File: config.mk
export PLATFORM = sky130hd
export DESIGN_NAME = slice_datapath
export DESIGN_NICKNAME = d
export VERILOG_FILES = /design/src/rtl/dp_pkg.sv /design/src/rtl/dp_regfile_slice.sv /design/src/rtl/dp_alu_slice.sv /design/src/rtl/dp_slice.sv /design/src/rtl/slice_datapath.sv
export SDC_FILE = /design/constraint.sdc
export NUM_CORES = 1
export LEC_CHECK = 0
export BUFFER_PORTS_ARGS = -buffer_cell sky130_fd_sc_hd__buf_2
export CAP_MARGIN = 5
export CORE_ASPECT_RATIO = 0.7
export CORE_MARGIN = 2
export CORE_UTILIZATION = 65
export DETAILED_ROUTE_END_ITERATION = 10
export PLACE_DENSITY = 0.83
export SETUP_SLACK_MARGIN = 0.4
export SKIP_LAST_GASP = 1
export SYNTH_ARGS = -nofsm -noshare
export SYNTH_HDL_FRONTEND = slang
export SYNTH_SLANG_ARGS = --single-unit
export TNS_END_PERCENT = 10
File: constraint.sdc
create_clock -name clk -period 14.2 [get_ports clk]
set_input_delay 2.84 -clock clk [delete_from_list [all_inputs] [get_ports clk]]
set_output_delay 2.84 -clock clk [all_outputs]
set_load 0.005 [all_outputs]
File: src/rtl/dp_pkg.sv
package dp_pkg;

  typedef enum logic [2:0] {
    OP_PASS = 3'd0,
    OP_INC1 = 3'd1,
    OP_INC2 = 3'd2,
    OP_ADD  = 3'd3,
    OP_SUB  = 3'd4,
    OP_LOAD = 3'd5
  } dp_op_e;

endpackage

File: src/rtl/dp_regfile_slice.sv
module dp_regfile_slice #(
  parameter int W     = 4,
  parameter int DEPTH = 16,
  localparam int AW   = $clog2(DEPTH)
) (
  input  logic          clk,
  input  logic          rst_n,
  input  logic [AW-1:0] raddr_a,
  input  logic [AW-1:0] raddr_b,
  input  logic          wen,
  input  logic [W-1:0]  wdata,
  output logic [W-1:0]  rdata_a,
  output logic [W-1:0]  rdata_b
);

  logic [W-1:0] mem [DEPTH];

  // write lands at the closing edge of the step; reads stay stable before it
  always_ff @(posedge clk or negedge rst_n) begin
    if (!rst_n) begin
      for (int i = 0; i < DEPTH; i++) mem[i] <= '0;
    end else if (wen) begin
      mem[raddr_a] <= wdata;
    end
  end

  assign rdata_a = mem[raddr_a];
  assign rdata_b = mem[raddr_b];

endmodule

File: src/rtl/dp_alu_slice.sv
module dp_alu_slice #(
  parameter int W = 4
) (
  input  logic [W-1:0] a,
  input  logic [W-1:0] b,
  input  logic         cin,
  output logic [W-1:0] sum,
  output logic         cout
);

  logic [W:0] wide;

  always_comb begin
    wide = {1'b0, a} + {1'b0, b} + {{W{1'b0}}, cin};
  end

  assign sum  = wide[W-1:0];
  assign cout = wide[W];

endmodule

File: src/rtl/dp_slice.sv
module dp_slice
  import dp_pkg::*;
#(
  parameter int W     = 4,
  parameter int DEPTH = 16,
  localparam int AW   = $clog2(DEPTH)
) (
  input  logic          clk,
  input  logic          rst_n,
  input  dp_op_e        op,
  input  logic [AW-1:0] addr_a,
  input  logic [AW-1:0] addr_b,
  input  logic          wen,
  input  logic          cin,
  input  logic [W-1:0]  k_nib,
  input  logic [W-1:0]  ld_nib,
  output logic [W-1:0]  a_nib,
  output logic [W-1:0]  b_nib,
  output logic [W-1:0]  res_nib,
  output logic          cout
);

  logic [W-1:0] b_sel;
  logic [W-1:0] alu_sum;

  dp_regfile_slice #(.W(W), .DEPTH(DEPTH)) u_rf (
    .clk     (clk),
    .rst_n   (rst_n),
    .raddr_a (addr_a),
    .raddr_b (addr_b),
    .wen     (wen),
    .wdata   (res_nib),
    .rdata_a (a_nib),
    .rdata_b (b_nib)
  );

  // second ALU operand
  always_comb begin
    unique case (op)
      OP_ADD:           b_sel = b_nib;
      OP_SUB:           b_sel = ~b_nib;
      OP_INC1, OP_INC2: b_sel = k_nib;
      default:          b_sel = '0;
    endcase
  end

  dp_alu_slice #(.W(W)) u_alu (
    .a    (a_nib),
    .b    (b_sel),
    .cin  (cin),
    .sum  (alu_sum),
    .cout (cout)
  );

  // result multiplexer feeding the write port
  assign res_nib = (op == OP_LOAD) ? ld_nib : alu_sum;

endmodule

File: src/rtl/slice_datapath.sv
module slice_datapath
  import dp_pkg::*;
#(
  parameter int SLICE_W    = 4,
  parameter int NUM_SLICES = 4,
  parameter int NUM_REGS   = 16,
  localparam int DATA_W    = SLICE_W * NUM_SLICES,
  localparam int ADDR_W    = $clog2(NUM_REGS)
) (
  input  logic              clk,
  input  logic              rst_n,
  input  logic              strobe_i,
  input  logic [2:0]        op_i,
  input  logic [ADDR_W-1:0] addr_a_i,
  input  logic [ADDR_W-1:0] addr_b_i,
  input  logic              we_i,
  input  logic [DATA_W-1:0] load_i,
  output logic [DATA_W-1:0] result_o,
  output logic              zero_o,
  output logic              carry_o
);

  logic [1:0]        rst_sync;
  logic              rst_ns;
  logic              strobe_q;
  logic              step_fire;
  logic              wr_en;
  dp_op_e            op;
  logic [DATA_W-1:0] k_word;
  logic [NUM_SLICES:0] cy;
  logic [DATA_W-1:0] word_a;
  logic [DATA_W-1:0] word_b;
  logic [DATA_W-1:0] word_res;
  logic [DATA_W-1:0] res_d, res_q;
  logic              zero_d, zero_q;
  logic              carry_d, carry_q;

  // asynchronous assert, synchronous release
  always_ff @(posedge clk or negedge rst_n) begin
    if (!rst_n) rst_sync <= 2'b00;
    else        rst_sync <= {rst_sync[0], 1'b1};
  end
  assign rst_ns = rst_sync[1];

  always_ff @(posedge clk or negedge rst_ns) begin
    if (!rst_ns) strobe_q <= 1'b0;
    else         strobe_q <= strobe_i;
  end

  assign step_fire = strobe_q & ~strobe_i;
  assign wr_en     = step_fire & we_i;
  assign op        = dp_op_e'(op_i);

  always_comb begin
    k_word = '0;
    if (op == OP_INC1) k_word = DATA_W'(1);
    if (op == OP_INC2) k_word = DATA_W'(2);
  end

  assign cy[0] = (op == OP_SUB);

  for (genvar g = 0; g < NUM_SLICES; g++) begin : g_slice
    dp_slice #(.W(SLICE_W), .DEPTH(NUM_REGS)) u_slice (
      .clk     (clk),
      .rst_n   (rst_ns),
      .op      (op),
      .addr_a  (addr_a_i),
      .addr_b  (addr_b_i),
      .wen     (wr_en),
      .cin     (cy[g]),
      .k_nib   (k_word[g*SLICE_W +: SLICE_W]),
      .ld_nib  (load_i[g*SLICE_W +: SLICE_W]),
      .a_nib   (word_a[g*SLICE_W +: SLICE_W]),
      .b_nib   (word_b[g*SLICE_W +: SLICE_W]),
      .res_nib (word_res[g*SLICE_W +: SLICE_W]),
      .cout    (cy[g+1])
    );
  end

  // status next state
  always_comb begin
    res_d   = res_q;
    zero_d  = zero_q;
    carry_d = carry_q;
    if (step_fire) begin
      res_d   = word_res;
      zero_d  = (word_res == '0);
      carry_d = (op == OP_LOAD) ? 1'b0 : cy[NUM_SLICES];
    end
  end

  always_ff @(posedge clk or negedge rst_ns) begin
    if (!rst_ns) begin
      res_q   <= '0;
      zero_q  <= 1'b1;
      carry_q <= 1'b0;
    end else begin
      res_q   <= res_d;
      zero_q  <= zero_d;
      carry_q <= carry_d;
    end
  end

  assign result_o = res_q;
  assign zero_o   = zero_q;
  assign carry_o  = carry_q;

endmodule

==> impl_results.md <==
- Flop pwr share: 46.7%
- Area of the multi-input gates: 7140 um^2
- Syn Inst Count: 1250
- Status: finished, final reports clean
- Net switching power: 0.000577 W
- Most used cell, CP: fa_1
- RSZ-0062 raised after global routing: false
- Die W: 183 um
- PostCTS Resize Cnt: 0
- Critical Path Start Type: input port
- First-pass GRT wire length: approximately 64000 um
- RR Startpoint: g_slice[0].u_slice.u_rf.mem[48]$_DFFE_PN0P_
- Final Hold Vio Count: 0
- Placed Area: 15000 um^2
- Max Cap Viol: 0
- Critical path startpoint: addr_a_i[0]
- Detailed-route wire length per cell: 26.3 um
- CP required: between 10000 and 15000 ps
- Die Y: 129 um
- Sw Share: 28.7%
- Yosys cell types: 43
- Fin area: 15900 um^2
- Syn_nets: 1301
- Post-route DRC violation count: 0
- Routed WL: a little over 40000 um
- GRT overflow: 0
- Drt initial violations: 1195
- Setup-failing EPs final: 0
- P&R area growth vs syn: 8.71%
- Post-CTS setup buffers: 0
- Fillcell total: ~1.5k
- Hold_buf cts: 0
- Top delay family on crit path: adder cells
- Port bufs: 48
- Fin crit period: 10280 ps
- Syn Area/Cell: 11.7 um^2
- Final HPWL DP: around 25000 um
- Clock tree sinks: 277
- TritonCTS clock tree: built
- Initial antenna violation count: 0
- Placed Instances: 1494
- Logic gate share of total power: between 15 and 20%
- Worst path slowest cell: mux2i_1
- Buf/Inv on CP: 6
- Finished Layout Cells: 1545
- Worst-margin pin slew: ~1200 ps
- GRT Total Usage: about 37%
- Met1 usage in global routing: 47.8%
- YS warnings: 0
- Sequential share of the synthesized area: a little under half
- Clock-pin slew on the worst setup and hold paths: 70 ps
- Fmax: 97.3 MHz
- GRT Max-Usage Layer: met2
- Fin crit share: between 70% and 80%
- Worst min-delay path class: reg2async
- Post-Syn Area: 14600 um^2
- Internal power: 0.00144 W
- Max VDD drop: 0.000120 V
- Later-pin clock latency in the skew report: 560 ps
- Routing usage on met2: 57.0%
- #FFs+latches synth: approximately 280
- Final worst slack: 3920 ps
- Drt via density: 7.05
- Row cnt: 45
- Leak pwr: roughly 6.9 nW
- Final net count: 1293
- Slowest stage delay, CP: around 910 ps
- Fraction of registers with async set/reset: 100%
- Detail Route Antenna Nets: 0
- Via count: approximately 11k
- Final RePlAce weighted congestion: 0.913
- Share of layout cells above drive strength 1: 23.2%
- Fin. max-slew vios: 0
- Die area: 23700 um^2
- Place WS: 3430 ps
- Pwr Density: 127 nW/um^2
- Clk pwr share: 36.2%
- Setup crit end: zero_o$_DFFE_PN1P_
- Clock buffer depth: 3
- Top FF cell, synth: dfrtp_1
- Diodes inserted: 0
- Initial cell density of the core: 66.8%
- Met3 Track Usage GR: 11.9%
- Vias in the first global route: roughly 11k
- Critical path arrival: 10750 ps
- Root Buffer: clkbuf_16
- Reg2Reg Setup Slack: ~6400 ps
- Worst reg2reg path endpoint: zero_o$_DFFE_PN1P_
- Skew final: 14.2 ps
- Core Util, Final: 72.6%
- Setup TNS: 0 ps
- Io pins: a little under 50
- DRT Pass-1 Iters: 5
- CP Depth: 27
- TritonCTS Buffers: 27
- CORE AREA: 21800 um^2
- Htree depth: 1
- Post-synth EDFFs: 0
- WS Path Type: in2reg
- Pin count of the biggest net entering global routing: 84
- Slew Limit Headroom: 18.5%
- CP Max Fanout: 36
- FF+latch area: 6940 um^2
- Worst reg2reg path depth: 28
- Worst Setup End Kind: register
worst register-to-register path, delay by kind of cell, from the launching register on:
family	cells	cell delay, ps
AOI/OAI and AO/OA	9	1620
xor gates and xnor gates	1	180
adders and majority gates	8	3040
buffers and inverters	4	300
DFF	1	410
muxes	4	1730
and+or+nand+nor	2	440
cell families (layout without fill, tap and decap cells):
kind of cell / count (synthesis) / after routing / synth area share [%]
muxes: 187 / 187 / 26.5
DFF: 277 / 277 / 47.5
other: 1 / 1 / 0.0257
buffers and inverters: 133 / 146 / 3.70
AOI/OAI and AO/OA: 295 / 295 / 10.4
adders and majority gates: 20 / 20 / 2.13
and+or+nand+nor: 333 / 333 / 9.49
xor gates and xnor gates: 4 / 4 / 0.240
cells in the final DEF, fill, tap and decap left out, types with 4 or more instances in the layout:
cell type,n
nand2b_1,6
o21ai_0,271
nand2_1,278
clkbuf_1,6
clkbuf_8,4
fa_1,8
buf_4,36
or3_1,8
dfrtp_1,275
a21oi_1,8
nand3_1,4
nand3b_1,7
ha_1,12
nor2b_1,5
clkbuf_16,27
nand3_2,5
mux2i_1,25
buf_2,45
clkinv_2,8
nand4_1,5
inv_1,15
mux4_2,159
nor2_1,4
power groups by stage:
stage	Clock, W	Combinational (W)	Sequential (W)
floorplan	0	0.000233	0.000938
global placement	0	0.000323	0.000944
detailed placement	0	0.000340	0.000950
CTS	0.000733	0.000342	0.000938
global route	0.000765	0.000377	0.000949
finish	0.000729	0.000343	0.000940
cell type report:
type                       instances  area share, %
inverter                          15          0.355
tap                              282           2.22
sequential                       277           43.7
multi-input combinational        840           45.0
timing repair buffer              81           3.12
clock inverter                    13          0.789
clock buffer                      37           4.75
through the flow:
step,total power [W],hold slack (ps)
global placement,0.00127,334
floorplan,0.00117,331
global route,0.00209,363
detailed placement,0.00129,346
CTS,0.00201,361
finish,0.00201,346
cell usage after synthesis, drive strengths merged (4+ instances only):
cell type	count	share of area (%)
mux2i	25	1.7
fa	8	1.1
buf	29	1.0
a21oi	8	0.27
o21ai	273	9.4
mux4	159	25
ha	12	1.0
clkbuf	89	2.3
nand4	5	0.21
nand3	9	0.31
nor2b	5	0.21
nand2b	6	0.26
nand3b	7	0.36
inv	15	0.39
nor2	4	0.10
nand2	278	7.2
or3	8	0.34
dfrtp	276	47
layer usage:
layer / vias to the layer above / routed length, um / part of all wire, %
met5: - / 0 / 0
met4: 0 / 2120 / 5.2
met3: 169 / 5070 / 12
met2: 721 / 18800 / 46
met1: 5470 / 14600 / 36
li1: 4533 / - / -
registers in the layout, summed over array words and instances (netlist names):
signal                    cells
rst_sync                      2
zero_o                        1
carry_o                       1
result_o                     16
g_slice.u_slice.u_rf.mem    256
strobe_q                      1
worst min path at each step:
stage / to / slack (ps) / cells after the start
final: g_slice[3].u_slice.u_rf.mem[7]$_DFFE_PN0P_ / 350 / 0
after global routing: rst_sync[1]$_DFF_PN0_ / 360 / 0
after CTS: rst_sync[1]$_DFF_PN0_ / 360 / 0
after detailed placement: rst_sync[1]$_DFF_PN0_ / 350 / 0
after global placement: rst_sync[1]$_DFF_PN0_ / 330 / 0
after floorplan: rst_sync[1]$_DFF_PN0_ / 330 / 0
(Power assumes the default switching activity.)
